[src/rtl/smm_gate_pkg.sv]
package smm_gate_pkg;
  typedef enum logic [1:0] {
    ST_IDLE  = 2'd0,
    ST_HOLD  = 2'd1,
    ST_GUARD = 2'd2
  } smm_state_e;
endpackage

[src/rtl/smm_mode_tracker.sv]
module smm_mode_tracker
  import smm_gate_pkg::*;
#(
  parameter int GUARD_CYCLES = 20,
  parameter int CNT_W        = $clog2(GUARD_CYCLES + 1)
) (
  input  logic clk_i,
  input  logic rst_ni,
  input  logic hard_rst_i,
  input  logic smi_req_i,
  input  logic smi_act_i,
  input  logic bus_start_i,
  output logic blocked_o
);
  localparam logic [CNT_W-1:0] LastCnt = CNT_W'(GUARD_CYCLES - 1);

  smm_state_e       state_q;
  logic             act_q;
  logic [CNT_W-1:0] cnt_q;

  always_ff @(posedge clk_i or negedge rst_ni) begin
    if (!rst_ni) begin
      state_q <= ST_IDLE;
      act_q   <= 1'b0;
      cnt_q   <= '0;
    end else if (hard_rst_i) begin
      state_q <= ST_IDLE;
      act_q   <= smi_act_i;
      cnt_q   <= '0;
    end else begin
      act_q <= smi_act_i;
      unique case (state_q)
        ST_IDLE: if (smi_req_i || smi_act_i) state_q <= ST_HOLD;
        ST_HOLD: begin
          // leave on falling edge of the active indication
          if (act_q && !smi_act_i) begin
            state_q <= ST_GUARD;
            cnt_q   <= '0;
          end
        end
        ST_GUARD: begin
          if (smi_req_i || smi_act_i) begin
            state_q <= ST_HOLD;
            cnt_q   <= '0;
          end else if (bus_start_i || cnt_q == LastCnt) begin
            state_q <= ST_IDLE;
            cnt_q   <= '0;
          end else begin
            cnt_q <= cnt_q + 1'b1;
          end
        end
        default: state_q <= ST_IDLE;
      endcase
    end
  end

  assign blocked_o = (state_q != ST_IDLE);
endmodule

[src/rtl/srst_replay.sv]
module srst_replay #(
  parameter int PULSE_W = 4,
  parameter int PW_W    = $clog2(PULSE_W + 1)
) (
  input  logic clk_i,
  input  logic rst_ni,
  input  logic hard_rst_i,
  input  logic blocked_i,
  input  logic srst_raw_i,
  output logic srst_o,
  output logic pending_o,
  output logic pulse_o
);
  logic            pending_q;
  logic [PW_W-1:0] pulse_cnt_q;
  logic            issue;

  assign pulse_o = (pulse_cnt_q != '0);
  assign issue   = !blocked_i && pending_q && !pulse_o;

  always_ff @(posedge clk_i or negedge rst_ni) begin
    if (!rst_ni) begin
      pending_q   <= 1'b0;
      pulse_cnt_q <= '0;
    end else if (hard_rst_i) begin
      pending_q   <= 1'b0;
      pulse_cnt_q <= '0;
    end else begin
      if (blocked_i && srst_raw_i) pending_q <= 1'b1;
      else if (issue)              pending_q <= 1'b0;

      if (issue)        pulse_cnt_q <= PW_W'(PULSE_W);
      else if (pulse_o) pulse_cnt_q <= pulse_cnt_q - 1'b1;
    end
  end

  assign srst_o    = (srst_raw_i && !blocked_i) || pulse_o;
  assign pending_o = pending_q;
endmodule

[src/rtl/smm_reset_gate.sv]
module smm_reset_gate #(
  parameter int GUARD_CYCLES = 20,
  parameter int PULSE_W      = 4
) (
  input  logic clk_i,
  input  logic rst_ni,
  input  logic smi_req_i,
  input  logic smi_act_i,
  input  logic bus_start_i,
  input  logic a20m_raw_i,
  input  logic srst_raw_i,
  input  logic hard_rst_i,
  output logic a20m_o,
  output logic srst_o,
  output logic hard_rst_o
);
  localparam int CntW = $clog2(GUARD_CYCLES + 1);
  localparam int PwW  = $clog2(PULSE_W + 1);

  logic blocked;
  logic pending;
  logic pulse;

  smm_mode_tracker #(
    .GUARD_CYCLES(GUARD_CYCLES),
    .CNT_W       (CntW)
  ) u_track (
    .clk_i      (clk_i),
    .rst_ni     (rst_ni),
    .hard_rst_i (hard_rst_i),
    .smi_req_i  (smi_req_i),
    .smi_act_i  (smi_act_i),
    .bus_start_i(bus_start_i),
    .blocked_o  (blocked)
  );

  srst_replay #(
    .PULSE_W(PULSE_W),
    .PW_W   (PwW)
  ) u_replay (
    .clk_i     (clk_i),
    .rst_ni    (rst_ni),
    .hard_rst_i(hard_rst_i),
    .blocked_i (blocked),
    .srst_raw_i(srst_raw_i),
    .srst_o    (srst_o),
    .pending_o (pending),
    .pulse_o   (pulse)
  );

  assign a20m_o     = a20m_raw_i && !smi_act_i;
  assign hard_rst_o = hard_rst_i;
endmodule

[config.mk]
export PLATFORM = sky130hd
export DESIGN_NAME = smm_reset_gate
export DESIGN_NICKNAME = d
export VERILOG_FILES = /design/src/rtl/smm_gate_pkg.sv /design/src/rtl/smm_mode_tracker.sv /design/src/rtl/srst_replay.sv /design/src/rtl/smm_reset_gate.sv
export SDC_FILE = /design/constraint.sdc
export NUM_CORES = 1
export LEC_CHECK = 0
export ABC_AREA = 1
export BUFFER_PORTS_ARGS = -buffer_cell sky130_fd_sc_hd__buf_2
export CORE_MARGIN = 1
export CORE_UTILIZATION = 45
export DETAILED_ROUTE_END_ITERATION = 10
export GPL_ROUTABILITY_DRIVEN = 0
export PLACE_DENSITY = 0.68
export SYNTH_ARGS = -nofsm -noshare
export SYNTH_HDL_FRONTEND = slang
export SYNTH_SLANG_ARGS = --single-unit
[constraint.sdc]
create_clock -name clk_i -period 1.4 [get_ports clk_i]
set_clock_uncertainty 0.15 [all_clocks]
set_input_delay 0.21 -clock clk_i [delete_from_list [all_inputs] [get_ports clk_i]]
set_output_delay 0.21 -clock clk_i [all_outputs]
set_load 0.05 [all_outputs]
; ---- Word-level counts from Yosys, hierarchy flattened
; Index checks and enable logic that the tools add are counted.
[word_totals]
in_bits = 8
register_bits = 12
elab_cells = 50
out_inout_bits = 3
[op_classes]
n_mux = 17
n_eq_ne = 6
n_addsub = 2
n_reduce_logical = 20
[op_table]
columns = operator, count
row1 = $mux W5, 4
row2 = $reduce_bool A3 Y1, 4
row3 = $mux W2, 5
row4 = $pmux W5 S2, 1
row5 = $mux W3, 3
row6 = $logic_and A1 B1 Y1, 6
row7 = $ne A3 B2 Y1 const B, 2
row8 = $pmux W2 S3, 1
row9 = $add A5 B1 Y5 const B, 1
row10 = $eq A5 B5 Y1 const B, 1
row11 = $ne A4 B2 Y1 const B, 1
row12 = $logic_not A1 Y1, 3
row13 = $logic_or A1 B1 Y1, 3
row14 = $mux W1, 3
row15 = $reduce_and A3 Y1, 1
row16 = $sub A3 B1 Y3 const B, 1
row17 = $eq A2 B1 Y1 const B, 1
row18 = $eq A2 B2 Y1 const B, 1
row19 = $logic_not A2 Y1, 1
row20 = $reduce_and A2 Y1, 1
row21 = $reduce_bool A2 Y1, 1

; ---- Longest topological paths before layout
[logic_depth]
word_depth = 7
depth_mapped = 8
mapped_depth_nobuf = 8

; ---- Modules after synthesis
; A second synthesis with hierarchy kept.
[unflattened]
cells_unflattened = 97
hier_area_um2 = 724.4
[modules_own_cells]
columns = mod, instances, cells_per_inst, area_per_inst_um2
row1 = smm_mode_tracker, 1, 60, 461.7
row2 = srst_replay, 1, 34, 245.2
row3 = smm_reset_gate, 1, 3, 17.5

; ---- Least setup slack after synthesis
; No wires, ideal clock.
[synth_path]
kind = reg-to-output
from = reg u_replay.pulse_cnt_q[0]
to = out srst_o
arrival_ps = 1066
slack_ps = -26
n_path_buf = 0
path_stages_with_launch = 6
cell_sequence = dfrtp_1 inv_1 ha_1 nand2_1 inv_1 nand2_1
[synth_via]
elab_chain_len = 2
[synth_rtl]
columns = element, line
row1 = "start, declared", srst_replay.sv:15  ; logic [PW_W-1:0] pulse_cnt_q;
row2 = "start signal, assigned", srst_replay.sv:32  ; if (issue) pulse_cnt_q <= PW_W'(PULSE_W);
row3 = "start signal, assigned", srst_replay.sv:33  ; else if (pulse_o) pulse_cnt_q <= pulse_cnt_q - 1'b1;
row4 = $reduce_bool A3 Y1, srst_replay.sv:18  ; assign pulse_o = (pulse_cnt_q != '0);
row5 = $logic_or A1 B1 Y1, srst_replay.sv:37  ; assign srst_o = (srst_raw_i && !blocked_i) || pulse_o;
row6 = "end, declared", smm_reset_gate.sv:14  ; output logic srst_o,
; Every way passes these cells.

; ---- Worst setup path after layout
; Same ends and word-level chain as after synthesis.

==> run metrics <==
# IOs 11; f_max approximately 640 MHz; number of synthesized flops with an enable pin 0; Yosys top cell area share between 40% and 50%; Worst Reg-to-Reg Cells 8; standard-cell row count 14; Die X between 40 and 50 µm; post-synthesis mux area share 0%; Num CTS Buffers 3; WP data arrival approximately 1.2 ns; worst path required time ~1.0 ns; Pre-antenna DRT Iters 4; hold path cells 2; Mapped Cells 94; Clock Path Buffers 2; WL per Instance 11.1 µm; crit-path max FO 2; Area Overhead vs Synth 44.5%; Die ar. 1750 µm²; Final min period between 1.5 and 2 ns; Crit path depth 6; wire length on met3 between 40 and 50 µm; # setup viols final 6; Slew @ Worst Pin between 0.2 and 0.3 ns; Placeable Area around 1500 µm²; worst skew pair latency between 0.2 and 0.3 ns; initial antenna violation count 0; Final ANT Viol Nets 0; RSZ-0062 raised after global routing true; Slew HR approximately four fifths; max-slew violation count 0; part of the cycle the worst path needs 112%; CTS HTree Levels 1; P_leak between 0.5 and 0.6 nW; crit path cell chain inv_2, ha_4, nand2_4, inv_4, nand2_2, buf_8; Synth Area in Compound Gates under 10%; Worst Min Path Start hard_rst_i; dominant synthesized flop cell dfrtp_1; worst min path class in2reg; crit-path leading delay family flip-flops; register area share after synthesis a little over two fifths; via count between 600 and 700; maximum vdd ir drop roughly 0.0011 V; final hold vios 0; die extent in y about 42 µm; Place WS -0.0287 ns; DR DRC count 0; fillers between 100 and 150; ranking of synthesized cells by area dfrtp_1 (42%), nand2_1 (13%), inv_1 (8.4%); CP bufs+invs 3; Pwr Density approximately 1600 nW/µm²; post-route setup slack -0.169 ns; drt via density 4.92; CP startpoint kind flip-flop; Worst-path clk slew roughly 0.090 ns; largest family of logic cells by synthesized area simple AND/OR/NAND/NOR gates; cell area after synthesis just over 700 µm²; initial core utilization 48.0%; met2 wire length 757 µm; max incr delay on CP ~0.40 ns; placed wire-length estimate between 1 and 1.5 mm; WL met1 roughly 700 µm; failing checks negative setup slack; Yosys top cell by area dfrtp_1; uppermost layer routed met4; Netlist cell types 19; 1st-iter DRT viols 8; CP Class reg2out; # Max-Cap Violations 0; I/O Buffers 10; layout cells sized above 1 about 46%; post-placement cell area between 800 and 900 µm²; vias in the first global route 640; Worst setup EP type primary output; CTS tree yes; YS warnings 0; Antenna Cells 0; status finished, violations left; post-synth net total 105; worst r2r src u_replay.pulse_cnt_q[0]$_DFFE_PN0P_; Final Cell Area around 1000 µm²; Simple-Gate Fraction of Synth Area between 30% and 40%; Syn Area/Cell 7.60 µm²; Hold Slack ~0.014 ns; first-pass GRT wire length ~2.6 mm; most common cell in the netlist nand2_1; final WL about 1.5 mm; clk sink count 12; Slowest-stage cell, CP dfrtp_1; Synth Area in Adders 5.25%; total gr overflow 0; root cell of the clock tree clkbuf_4; Synth async-reset ratio 100%; Critical Path Start u_replay.pulse_cnt_q[0]$_DFFE_PN0P_; Seq cells post-synth 12; largest net degree at the start of global routing 13; XOR/XNOR Fraction of Synth Area 0%; Total Routing Usage GR about a fifth; NumNets Final approximately 140; synth cell count leaders nand2_1 (24), inv_1 (16), dfrtp_1 (12)
per-layer routing:
| metal | track usage [%] | vias up |
|---|---|---|
| met3 | 3.91 | 5 |
| met5 | 0 | - |
| li1 | - | 349 |
| met2 | 30.6 | 12 |
| met1 | 25.1 | 318 |
| met4 | 13.5 | 0 |
where the power goes:
group	switching (mW)	total, mW	internal [mW]
logic	0.432	0.879	0.447
clock network	0.136	0.294	0.158
registers	0.0513	0.458	0.407
layout make-up:
cell class | count | area, µm² | share of cell area (%)
clock buffers | 4 | 36.3 | 3.52
inverters | 18 | 70.1 | 6.79
multi-input cells | 63 | 410 | 39.8
flip-flops and latches | 12 | 303 | 29.3
well taps | 16 | 20.0 | 1.94
repair buffers | 26 | 193 | 18.7
sequential cells by signal (all words and copies together), names as in the netlist:
register / count
u_track.act_q: 1
u_replay.pulse_cnt_q: 3
u_replay.pending_o: 1
u_track.cnt_q: 5
u_track.state_q: 2
layout by cell type (no fill, tap or decap), drive strengths merged:
master / n
dfrtp: 12
nand3: 4
nand4: 3
nand2: 27
buf: 24
a21o: 1
inv: 18
dlygate4sd3: 2
a21oi: 6
nor2: 14
or2: 1
o21ai: 3
ha: 3
o32ai: 1
clkbuf: 4
through the flow:
| stage | setup TNS (ns) | util, % | cells | power [mW] |
|---|---|---|---|---|
| floorplan | 0 | - | 94 | 0.795 |
| global route | -0.942 | 69.3 | 139 | 1.75 |
| CTS | -0.262 | 64.9 | 136 | 1.55 |
| global placement | 0 | 55.4 | 125 | 0.944 |
| finish | -0.339 | 69.3 | 139 | 1.63 |
| detailed placement | -0.0287 | 55.4 | 125 | 0.964 |
final timing paths:
| kind | to | slack (ns) |
|---|---|---|
| max in group asynchronous | u_track.state_q[1]$_DFFE_PN0P_ | 0.69 |
| worst max-delay path | srst_o | -0.17 |
| min in group asynchronous | u_replay.pulse_cnt_q[2]$_DFFE_PN0P_ | 0.18 |
| worst min register to register | u_replay.pending_o$_DFFE_PN0P_ | 0.40 |
| worst min-delay path | u_replay.pulse_cnt_q[2]$_DFFE_PN0P_ | 0.01 |
| worst max register to register | u_replay.pulse_cnt_q[1]$_DFFE_PN0P_ | -0.12 |
kinds of logic after synthesis:
kind of cell             Yosys count
buffers and inverters             19
adder cells (fa/ha/maj)            3
AO/OA/AOI/OAI                     11
AND/OR/NAND/NOR                   49
flip-flops                        12
timing repair:
action,CTS,global route
hold buffers,2,0
pin swaps,5,8
setup buffers,5,4
resized for setup,15,14
setup endpoints to repair,3,11
endpoints found under the hold margin,13,0
Note: power is estimated with default switching activity, not from simulation.
